**src/rtl/ccgen_pkg.sv**
```systemverilog
// Package: shared selector encoding and per-operand flag type for the
// condition code generator. Assumes a 5-bit selector field.
package ccgen_pkg;

    localparam int SEL_W = 5;

    typedef enum logic [SEL_W-1:0] {
        SEL_K0    = 5'd0,
        SEL_K1    = 5'd1,
        SEL_K2    = 5'd2,
        SEL_K3    = 5'd3,
        SEL_CMP_S = 5'd4,
        SEL_CMP_U = 5'd5,
        SEL_CMP_Z = 5'd6,
        SEL_ADD_S = 5'd7,
        SEL_ADD_L = 5'd8,
        SEL_SUB_S = 5'd9,
        SEL_SUB_L = 5'd10,
        SEL_ABS   = 5'd11,
        SEL_NABS  = 5'd12,
        SEL_CPL   = 5'd13,
        SEL_NZ    = 5'd14
    } cc_sel_e;

    localparam logic [SEL_W-1:0] SEL_LAST = SEL_NZ;

    typedef struct packed {
        logic neg;
        logic zero;
        logic minneg;
    } opnd_flags_t;

endpackage

```
**src/rtl/ccgen_capture.sv**
```systemverilog
// Module: input stage. Registers selector, width flag and the three
// operands when the request strobe is high; the valid bit follows the
// strobe by one cycle. Assumes synchronous active-low reset.
module ccgen_capture #(
    parameter int DATA_W = 64,
    parameter int SEL_W  = 5,
    parameter int N_OPND = 3
) (
    input  logic              clk,
    input  logic              rst_n,
    input  logic              in_valid,
    input  logic [SEL_W-1:0]  sel,
    input  logic              wide,
    input  logic [DATA_W-1:0] opnd   [N_OPND],
    output logic              valid_q,
    output logic [SEL_W-1:0]  sel_q,
    output logic              wide_q,
    output logic [DATA_W-1:0] opnd_q [N_OPND]
);

    // Track which cycles carry a captured request.
    always_ff @(posedge clk) begin
        if (!rst_n) valid_q <= 1'b0;
        else        valid_q <= in_valid;
    end

    // Hold the request control fields.
    always_ff @(posedge clk) begin
        if (!rst_n) begin
            sel_q  <= '0;
            wide_q <= 1'b0;
        end else if (in_valid) begin
            sel_q  <= sel;
            wide_q <= wide;
        end
    end

    // Hold each operand word.
    for (genvar g = 0; g < N_OPND; g++) begin : g_opnd
        always_ff @(posedge clk) begin
            if (!rst_n)        opnd_q[g] <= '0;
            else if (in_valid) opnd_q[g] <= opnd[g];
        end
    end

endmodule

```
**src/rtl/ccgen_view.sv**
```systemverilog
// Module: width view of one operand. Produces the zero- and sign-extended
// value seen in the selected width, plus sign, zero and most-negative
// flags. Assumes NARROW_W < DATA_W.
module ccgen_view
    import ccgen_pkg::*;
#(
    parameter int DATA_W   = 64,
    parameter int NARROW_W = 32
) (
    input  logic              wide,
    input  logic [DATA_W-1:0] value,
    output logic [DATA_W-1:0] ext_u,
    output logic [DATA_W-1:0] ext_s,
    output opnd_flags_t       flags
);

    localparam int PAD_W = DATA_W - NARROW_W;
    localparam logic [DATA_W-1:0]   MIN_WIDE   = {1'b1, {(DATA_W-1){1'b0}}};
    localparam logic [NARROW_W-1:0] MIN_NARROW = {1'b1, {(NARROW_W-1){1'b0}}};

    logic [NARROW_W-1:0] low;
    logic                low_sign;

    assign low      = value[NARROW_W-1:0];
    assign low_sign = low[NARROW_W-1];

    // Extend the operand as seen in the selected width.
    always_comb begin
        if (wide) begin
            ext_u = value;
            ext_s = value;
        end else begin
            ext_u = {{PAD_W{1'b0}}, low};
            ext_s = {{PAD_W{low_sign}}, low};
        end
    end

    // Classify sign, zero and most-negative for the selected width.
    always_comb begin
        flags.neg    = wide ? value[DATA_W-1] : low_sign;
        flags.zero   = (ext_u == '0);
        flags.minneg = wide ? (value == MIN_WIDE) : (low == MIN_NARROW);
    end

endmodule

```
**src/rtl/ccgen_decode.sv**
```systemverilog
// Module: condition code decoder. Maps the selector and the width-adjusted
// operands to a 2-bit code and flags selectors outside the defined set.
// Purely combinational; assumes operands already extended by ccgen_view.
module ccgen_decode
    import ccgen_pkg::*;
#(
    parameter int DATA_W = 64
) (
    input  logic [SEL_W-1:0]  sel,
    input  logic [DATA_W-1:0] a_u,
    input  logic [DATA_W-1:0] a_s,
    input  logic [DATA_W-1:0] b_u,
    input  logic [DATA_W-1:0] b_s,
    input  logic [DATA_W-1:0] r_u,
    input  opnd_flags_t       a_f,
    input  opnd_flags_t       b_f,
    input  opnd_flags_t       r_f,
    output logic [1:0]        code,
    output logic              unknown
);

    function automatic logic [1:0] sign_code(input opnd_flags_t f);
        if (f.zero)     return 2'd0;
        else if (f.neg) return 2'd1;
        else            return 2'd2;
    endfunction

    function automatic logic is_pos(input opnd_flags_t f);
        return !f.neg && !f.zero;
    endfunction

    logic carry, borrow, add_ovf, sub_ovf;

    // Derive carry, borrow and signed overflow conditions.
    always_comb begin
        carry   = (r_u < a_u);
        borrow  = (b_u > a_u);
        add_ovf = (is_pos(a_f) && is_pos(b_f) && r_f.neg) ||
                  (a_f.neg && b_f.neg && is_pos(r_f));
        sub_ovf = (is_pos(a_f) && b_f.neg && r_f.neg) ||
                  (a_f.neg && is_pos(b_f) && is_pos(r_f));
    end

    // Select the code for the requested operation class.
    always_comb begin
        code    = 2'd0;
        unknown = 1'b0;
        case (sel)
            SEL_K0, SEL_K1, SEL_K2, SEL_K3:
                code = sel[1:0];
            SEL_CMP_S:
                code = (a_s == b_s) ? 2'd0 :
                       ($signed(a_s) < $signed(b_s)) ? 2'd1 : 2'd2;
            SEL_CMP_U:
                code = (a_u == b_u) ? 2'd0 : (a_u < b_u) ? 2'd1 : 2'd2;
            SEL_CMP_Z:
                code = sign_code(r_f);
            SEL_ADD_S:
                code = add_ovf ? 2'd3 : sign_code(r_f);
            SEL_ADD_L:
                code = {carry, !r_f.zero};
            SEL_SUB_S:
                code = sub_ovf ? 2'd3 : sign_code(r_f);
            SEL_SUB_L:
                code = r_f.zero ? 2'd2 : (borrow ? 2'd1 : 2'd3);
            SEL_ABS:
                code = r_f.minneg ? 2'd3 : (r_f.zero ? 2'd0 : 2'd1);
            SEL_NABS, SEL_NZ:
                code = {1'b0, !r_f.zero};
            SEL_CPL:
                code = r_f.minneg ? 2'd3 : sign_code(r_f);
            default:
                unknown = 1'b1;
        endcase
    end

endmodule

```
**src/rtl/cc_gen.sv**
```systemverilog
// Module: top of the condition code generator. Captures a request on the
// strobe, views each operand in the selected width and decodes the code,
// presenting it one cycle after the request. Synchronous active-low reset.
module cc_gen
    import ccgen_pkg::*;
#(
    parameter int DATA_W   = 64,
    parameter int NARROW_W = 32
) (
    input  logic              clk,
    input  logic              rst_n,
    input  logic              in_valid_i,
    input  logic [4:0]        sel_i,
    input  logic              wide_i,
    input  logic [DATA_W-1:0] opa_i,
    input  logic [DATA_W-1:0] opb_i,
    input  logic [DATA_W-1:0] res_i,
    output logic              out_valid_o,
    output logic [1:0]        cc_o,
    output logic              err_o
);

    localparam int N_OPND = 3;
    localparam int IDX_A  = 0;
    localparam int IDX_B  = 1;
    localparam int IDX_R  = 2;

    logic [DATA_W-1:0] opnd   [N_OPND];
    logic [DATA_W-1:0] opnd_q [N_OPND];
    logic [DATA_W-1:0] ext_u  [N_OPND];
    logic [DATA_W-1:0] ext_s  [N_OPND];
    opnd_flags_t       flags  [N_OPND];
    logic              valid_q, wide_q, unknown;
    logic [SEL_W-1:0]  sel_q;
    logic [1:0]        code;

    assign opnd[IDX_A] = opa_i;
    assign opnd[IDX_B] = opb_i;
    assign opnd[IDX_R] = res_i;

    ccgen_capture #(.DATA_W(DATA_W), .SEL_W(SEL_W), .N_OPND(N_OPND)) u_capture (
        .clk      (clk),
        .rst_n    (rst_n),
        .in_valid (in_valid_i),
        .sel      (sel_i),
        .wide     (wide_i),
        .opnd     (opnd),
        .valid_q  (valid_q),
        .sel_q    (sel_q),
        .wide_q   (wide_q),
        .opnd_q   (opnd_q)
    );

    for (genvar g = 0; g < N_OPND; g++) begin : g_view
        ccgen_view #(.DATA_W(DATA_W), .NARROW_W(NARROW_W)) u_view (
            .wide  (wide_q),
            .value (opnd_q[g]),
            .ext_u (ext_u[g]),
            .ext_s (ext_s[g]),
            .flags (flags[g])
        );
    end

    ccgen_decode #(.DATA_W(DATA_W)) u_decode (
        .sel     (sel_q),
        .a_u     (ext_u[IDX_A]),
        .a_s     (ext_s[IDX_A]),
        .b_u     (ext_u[IDX_B]),
        .b_s     (ext_s[IDX_B]),
        .r_u     (ext_u[IDX_R]),
        .a_f     (flags[IDX_A]),
        .b_f     (flags[IDX_B]),
        .r_f     (flags[IDX_R]),
        .code    (code),
        .unknown (unknown)
    );

    // Gate the outputs with the captured valid bit.
    always_comb begin
        out_valid_o = valid_q;
        cc_o        = valid_q ? code : 2'd0;
        err_o       = valid_q && unknown;
    end

    // a captured request yields exactly one valid result next cycle.
    a_r1_latency: assert property (@(posedge clk) disable iff (!rst_n)
        in_valid_i |=> out_valid_o);
    a_r1_idle: assert property (@(posedge clk) disable iff (!rst_n)
        !in_valid_i |=> (!out_valid_o && cc_o == 2'd0 && !err_o));

    // error results carry code 0, and out-of-range selectors raise it.
    a_r2_err_code: assert property (@(posedge clk) disable iff (!rst_n)
        err_o |-> (out_valid_o && cc_o == 2'd0));
    a_r2_err_sel: assert property (@(posedge clk) disable iff (!rst_n)
        (in_valid_i && sel_i > SEL_LAST) |=> err_o);

    // constant selectors return their own value.
    a_r13_const: assert property (@(posedge clk) disable iff (!rst_n)
        (in_valid_i && sel_i < 5'd4) |=> (cc_o == $past(sel_i[1:0]) && !err_o));

    // a nonzero 64-bit logical-add result always sets the low code bit.
    a_r8_nonzero: assert property (@(posedge clk) disable iff (!rst_n)
        (in_valid_i && wide_i && sel_i == SEL_ADD_L && res_i != '0) |=> cc_o[0]);

endmodule

```
**config.mk**
```make
export PLATFORM = sky130hd
export DESIGN_NAME = cc_gen
export DESIGN_NICKNAME = d
export VERILOG_FILES = /design/src/rtl/ccgen_pkg.sv /design/src/rtl/ccgen_capture.sv /design/src/rtl/ccgen_view.sv /design/src/rtl/ccgen_decode.sv /design/src/rtl/cc_gen.sv
export SDC_FILE = /design/constraint.sdc
export NUM_CORES = 1
export LEC_CHECK = 0
export BUFFER_PORTS_ARGS = -buffer_cell sky130_fd_sc_hd__buf_4
export CELL_PAD_IN_SITES_DETAIL_PLACEMENT = 1
export CELL_PAD_IN_SITES_GLOBAL_PLACEMENT = 1
export CORE_UTILIZATION = 40
export CTS_CLUSTER_DIAMETER = 50
export CTS_CLUSTER_SIZE = 30
export DETAILED_ROUTE_END_ITERATION = 12
export GPL_TIMING_DRIVEN = 0
export PLACE_DENSITY_LB_ADDON = 0.05
export SYNTH_ARGS = -nofsm -noshare
export SYNTH_HDL_FRONTEND = slang
export SYNTH_SLANG_ARGS = --single-unit
```
**constraint.sdc**
```tcl
create_clock -name clk -period 4.9 [get_ports clk]
set_clock_uncertainty 0.2 [all_clocks]
set_input_delay 0.735 -clock clk [delete_from_list [all_inputs] [get_ports clk]]
set_output_delay 0.735 -clock clk [all_outputs]
set_load 0.005 [all_outputs]
```
==> results of run 1 <==
## cells by family after synthesis
| logic type | Yosys count | share of synthesized area, % |
|---|---|---|
| buffers and inverters | 174 | 5.120 |
| AND/OR/NAND/NOR | 542 | 23.44 |
| AO/OA/AOI/OAI | 186 | 9.016 |
| multiplexers | 199 | 15.59 |
| flip-flops | 199 | 31.17 |
| adder cells (fa/ha/maj) | 160 | 15.66 |
## path summary, 6_finish.rpt
path | from | end | slack, ps | cells past startpoint
min reg2reg | u_capture.opnd_q[33] | u_capture.opnd_q[33] | 340 | 2
max | u_capture.wide_q | cc_o[1] | 130 | 15
max reg2reg | u_capture.sel_q[1] | u_capture.sel_q[1] | 3540 | 3
min | opa_i[11] | u_capture.opnd_q[139] | 310 | 3
## through the flow
| stage | setup TNS (ps) | util (%) | instance area [µm²] |
|---|---|---|---|
| 2_1_floorplan | 0 | - | 12780 |
| 3_3_place_gp | -892.0 | 47.02 | 14800 |
| 3_5_place_dp | -1027 | 47.02 | 14800 |
| 4_1_cts | 0 | 49.38 | 15540 |
| 5_1_grt | -21.42 | 49.63 | 15620 |
| 6_report | 0 | 49.64 | 15620 |
## routing by layer
metal,track usage [%],vias to the layer above,part of all wire (%)
met5,0,-,0
met4,10.53,0,2.9
met3,5.120,57,3.8
met2,47.01,217,51
met1,30.71,5474,42
li1,-,5556,-
## flip-flops by register name (all words and copies together), names as in the netlist
signal / flops
u_capture.opnd_q: 192
u_capture.sel_q: 5
u_capture.valid_q: 1
u_capture.wide_q: 1
## cell type report
class	instances	area, µm²	share of cell area, %
Timing Repair Buffer	204	1531	9.802
Multi-Input combinational cell	1087	8235	52.71
Buffer	69	357.8	2.290
Inverter	105	394.1	2.523
Antenna cell	1	2.502	0.01602
Clock buffer	17	425.4	2.723
Tap cell	402	503.0	3.219
Clock inverter	15	190.2	1.217
Sequential cell	199	3984	25.50
## repair_timing
action                                  CTS  global route
pin swaps                                 1             5
setup buffers                             0             2
gates resized for setup                  43            29
endpoints found under the setup margin    2             2
## report_power, final
group / switching [W] / internal (W)
logic: 0.000479 / 0.000455
registers: 0.000114 / 0.00171
clock network: 0.000724 / 0.000776
total: 0.00132 / 0.00295
## worst max-delay path: stages (launching register included)
cell and delay, ps:
dfxtp_1 330, buf_6 140, clkbuf_16 170, buf_8 150
buf_8 140, nand2_1 70, ha_1 310, a21o_1 190
a221o_1 330, a221oi_2 330, o21ai_2 140, nor2_4 130
a21oi_1 80, or3_1 350, o31a_1 330, buf_4 150
## synth_stat cells, types with 22 or more instances
library cell | count | area, µm²
nor2b_1 | 204 | 1276
dfxtp_1 | 199 | 3984
mux2i_1 | 198 | 1982
ha_1 | 160 | 2002
nand2_1 | 137 | 514.2
inv_1 | 105 | 394.1
a21oi_1 | 89 | 445.4
nor4_1 | 52 | 325.3
clkbuf_1 | 49 | 183.9
nand4_1 | 37 | 231.5
and2_1 | 35 | 219.0
a21o_1 | 24 | 180.2
nor2_1 | 23 | 86.33
o21ai_0 | 22 | 110.1
==> flow_summary.json, run 1 <==
{
  "status": "completed",
  "ys_seq_area_share_pct": 31.17,
  "holdWs_ps": 308.2,
  "yosysWarnings": 0,
  "crit_type": "reg -> out",
  "dp_slack_ps": -551.3,
  "placedCellCount": 2064,
  "cp-start-kind": "flop",
  "track_usage_pct": 26.32,
  "root_buffer": "clkbuf_16",
  "floorplan.initialDensity_pct": 40.61,
  "row_count": 65,
  "critPathMaxFanout": 10,
  "cp-end-kind": "output pin",
  "cp.required_ps": 3960,
  "drt_iter0_markers": 431,
  "wl_per_cell_um": 20.07,
  "setup_viol": 0,
  "final_cell_mix": "205 x buf_4, 204 x nor2b_1, 199 x dfxtp_1, 198 x mux2i_1, 160 x ha_1",
  "power.density_nw_per_um2": 272.8,
  "vias_per_cell": 5.385,
  "core_area_um2": 31470,
  "antenna_left": 0,
  "min_period_ps": 4766,
  "drive_gt1_share_pct": 16.75,
  "power_w": 0.004262,
  "wl_mm": 42.13,
  "die_area_um2": 32670,
  "grt_pass1_wl_mm": 65.92,
  "nFillCells": 3744,
  "num-nets-final": 2044,
  "clock.fmax_mhz": 209.8,
  "antenna_found_initial": 0,
  "ios": 205,
  "hold_viol_final": 0,
  "synth_edf_count": 0,
  "gp_congestion": 0.8742,
  "insertion_delay_ps": 470,
  "numCtsBuffers": 17,
  "mostFrequentLayoutCell": "buf_4",
  "netlist-cell-type-count": 56,
  "dr.pass1.iters": 4,
  "grt_max_degree": 20,
  "leakage_nw": 7.482,
  "maxSlewHeadroom_pct": 16.85,
  "synth_area_per_cell_um2": 8.754,
  "syn_area_um2": 12780,
  "drc": 0,
  "setup_ws_ps": 134.0,
  "cap_violations": 0,
  "clk_pin_slew_ps": 80,
  "worstPathArrival_ps": 3830,
  "ctsHtreeMaxLevel": 4,
  "slew_viol_final": 0,
  "postSynth.asyncResetShare_pct": 0,
  "postSynthCellCount": 1460,
  "instances_no_fill": 2099,
  "tightest_slew_ps": 1247,
  "grt-ovfl-total": 0,
  "cts_tree": "yes",
  "fp.dieH_um": 180.8,
  "clock_path_buffers": 2,
  "cts_sinks": 199,
  "syn2layout_area_growth_pct": 22.24,
  "die_w_um": 180.8,
  "min_path_type": "in -> reg",
  "grt_pass1_vias": 12055,
  "place.port_buffers": 202,
  "vias": 11304,
  "hpwl_mm": 33.45,
  "fin_crit_sh_pct": 97.27,
  "vdd_drop_max_mv": 0.2696,
  "synth_nets": 1821,
  "synth.ff_latch_count": 199,
  "synth_ff_type": "dfxtp_1",
  "hold_buffers": 0
}
Note: power is estimated with default switching activity, not from simulation.
==> inputs of run 2 (changes only) <==
--- a/config.mk
+++ b/config.mk
@@ -5,6 +5,7 @@
 export SDC_FILE = /design/constraint.sdc
 export NUM_CORES = 1
 export LEC_CHECK = 0
+export ABC_AREA = 1
 export BUFFER_PORTS_ARGS = -buffer_cell sky130_fd_sc_hd__buf_4
 export CELL_PAD_IN_SITES_DETAIL_PLACEMENT = 1
 export CELL_PAD_IN_SITES_GLOBAL_PLACEMENT = 1
==> run 2 against run 1 <==
Compared with the run above: synthesized area decreased by 2.2%; cell count increased by 19%; count of clock-buffer cells in the layout unchanged; final area decreased by 3.1%; largest power group unchanged; critical endpoint unchanged; combinational power increased by 12%; highest routed layer unchanged.
==> flow_summary.json, run 2 <==
{
  "clkPwrFrac_pct": 34.2,
  "hold_viol_final": 0,
  "root_buffer": "clkbuf_16",
  "die_area_um2": 31970,
  "synth_area_per_cell_um2": 6.663,
  "dr.pass1.iters": 5,
  "drc": 0,
  "slew_viol_final": 0,
  "final_cell_mix": "412 x nor2_1, 330 x nand2_1, 222 x o21ai_0, 202 x buf_4, 199 x dfxtp_1",
  "setup_viol": 0,
  "synth_ff_type": "dfxtp_1",
  "leakage_nw": 7.849,
  "yosysWarnings": 0,
  "cp.required_ps": 3960,
  "crit_type": "reg -> out",
  "clk_pin_slew_ps": 80,
  "grt-ovfl-total": 0,
  "hpwl_mm": 35.98,
  "clock_path_buffers": 2,
  "vias": 13071,
  "ctsHtreeMaxLevel": 4,
  "floorplan.initialDensity_pct": 40.78,
  "synthTopCellsByArea": "dfxtp_1 32%, ha_1 16%, nor2_1 12%",
  "cts_sinks": 199,
  "mostFrequentLayoutCell": "nor2_1",
  "cts_tree": "yes",
  "status": "completed",
  "fin_tns_setup_ps": 0,
  "place.port_buffers": 202,
  "vias_per_cell": 5.214,
  "path_cells": "buf_6, buf_6, buf_6, inv_1, nand2_2, clkbuf_2, nand2_1, ha_1, nand2_1, nor2_1, nand4_1, inv_1, nand3_1, nor2_1, nand2_1, nand3_1, nand3_1, nand3_1, nand2_1, inv_1, buf_4",
  "ios": 205,
  "grt_pass1_wl_mm": 69.57,
  "synth_edf_count": 0,
  "gp_congestion": 0.9142,
  "critPathMaxFanout": 10,
  "n_antenna_cell": 0,
  "antenna_left": 0,
  "top_register": "u_capture.opnd_q",
  "maxSlewHeadroom_pct": 27.49,
  "final_area_um2": 15140,
  "yosysTopAreaCellShare_pct": 31.86,
  "postSynth.asyncResetShare_pct": 0,
  "synth_commonest_cells": "413 x nor2_1, 330 x nand2_1, 222 x o21ai_0",
  "ff_latch_area_um2": 3984,
  "num-nets-final": 2459,
  "fp.dieH_um": 178.8,
  "netlist-cell-type-count": 31,
  "p_sw_share_pct": 33.81,
  "clock.fmax_mhz": 213.9,
  "yosysMostFrequentCell": "nor2_1",
  "slowest_stage": "dfxtp_1",
  "cap_violations": 0,
  "die_w_um": 178.8,
  "max_stage_delay_ps": 340,
  "fin_crit_sh_pct": 95.41,
  "nFillCells": 4135,
  "insertion_delay_ps": 470,
  "reg2reg_setup_slack_ps": 3550,
  "wl_mm": 44.49,
  "min_period_ps": 4675,
  "syn2layout_area_growth_pct": 21.10,
  "wl_per_cell_um": 17.75,
  "multi_input_area_um2": 7492,
  "synth_nets": 2238,
  "p_int_w": 0.002883,
  "track_usage_pct": 28.67,
  "placed_area_um2": 14520,
  "tightest_slew_ps": 1088,
  "ys_seq_area_share_pct": 31.86,
  "largest_register_ffs": 192,
  "grt_max_degree": 21,
  "antenna_found_initial": 0,
  "seqPwrFrac_pct": 41.8,
  "synth.ff_latch_count": 199,
  "cp-start-kind": "flop",
  "power.density_nw_per_um2": 287.6,
  "numCtsBuffers": 17,
  "row_count": 64,
  "p_comb_share_pct": 24.0,
  "syn_area_um2": 12510,
  "drt_iter0_markers": 547,
  "hold_buffers": 0,
  "vdd_drop_max_mv": 0.2795,
  "cp-end-kind": "output pin",
  "grt_pass1_vias": 13557,
  "p_switching_w": 0.001473,
  "grt_setup_unrepaired": "false",
  "core_area_um2": 30670,
  "synth_top_area_cell": "dfxtp_1",
  "reg.largest.list": "u_capture.opnd_q x192, u_capture.sel_q x5",
  "power_w": 0.004356,
  "drive_gt1_share_pct": 12.74,
  "worstPathArrival_ps": 3740,
  "postSynthCellCount": 1877,
  "min_path_type": "in -> reg"
}
run 2: worst max-delay path, delay by kind of cell, from the launching register on:
kind | cells | cell delay [ps]
AND/OR/NAND/NOR | 12 | 1400
buffers and inverters | 8 | 1190
flip-flops | 1 | 340
adder cells (fa/ha/maj) | 1 | 310
run 2: per-stage QoR:
stage          instances  hold slack, ps  utilization, %  worst slack [ps]
4_1_cts             2507           272.2           49.31             23.14
6_report            2507           272.9           49.38             224.7
2_1_floorplan       1877           248.3               -              1530
5_1_grt             2507           279.3           49.38             10.91
3_5_place_dp        2475           282.1           47.34             415.2
3_3_place_gp        2475           271.4           47.34             567.7
run 2: cell type report:
type,instances,share of cell area (%)
flip-flops and latches,199,26.31
clock inverters,15,1.173
inverters,170,4.213
plain buffers,87,2.743
clock buffers,17,2.809
multi-input cells,1421,49.47
repair buffers,202,10.01
well taps,396,3.272
run 2: worst paths after layout:
kind	from	to	cells past startpoint
worst min-delay path	res_i[25]	u_capture.opnd_q[25]	3
worst min register to register	u_capture.opnd_q[89]	u_capture.opnd_q[89]	2
worst max register to register	u_capture.wide_q	u_capture.wide_q	5
worst max-delay path	u_capture.wide_q	cc_o[1]	21
run 2: timing repair:
action,CTS,global route
setup endpoints to repair,2,2
setup buffers,0,0
resized for setup,1,17
run 2: cells by family (layout without fill, tap and decap cells):
family,count (synthesis),in the layout,synth area share (%)
flops,199,199,31.86
simple gates,834,834,26.35
buf+inv,257,491,8.334
fa+ha+maj,160,160,16.01
compound gates,427,427,17.45
run 2: power by group through the flow:
stage	Combinational, W	Clock (W)	Sequential, W
2_1_floorplan	0.000649	0	0.00182
3_3_place_gp	0.000991	0	0.00185
3_5_place_dp	0.00104	0	0.00186
4_1_cts	0.00105	0.00150	0.00182
5_1_grt	0.00119	0.00157	0.00183
6_report	0.00105	0.00149	0.00182
run 2: metal layers:
| layer | global-route usage (%) | up-vias | wire length, µm |
|---|---|---|---|
| met1 | 32.38 | 6187 | 18810 |
| li1 | - | 6577 | - |
| met2 | 52.67 | 235 | 22490 |
| met3 | 4.877 | 72 | 1723 |
| met4 | 11.86 | 0 | 1469 |
| met5 | 0 | - | 0 |
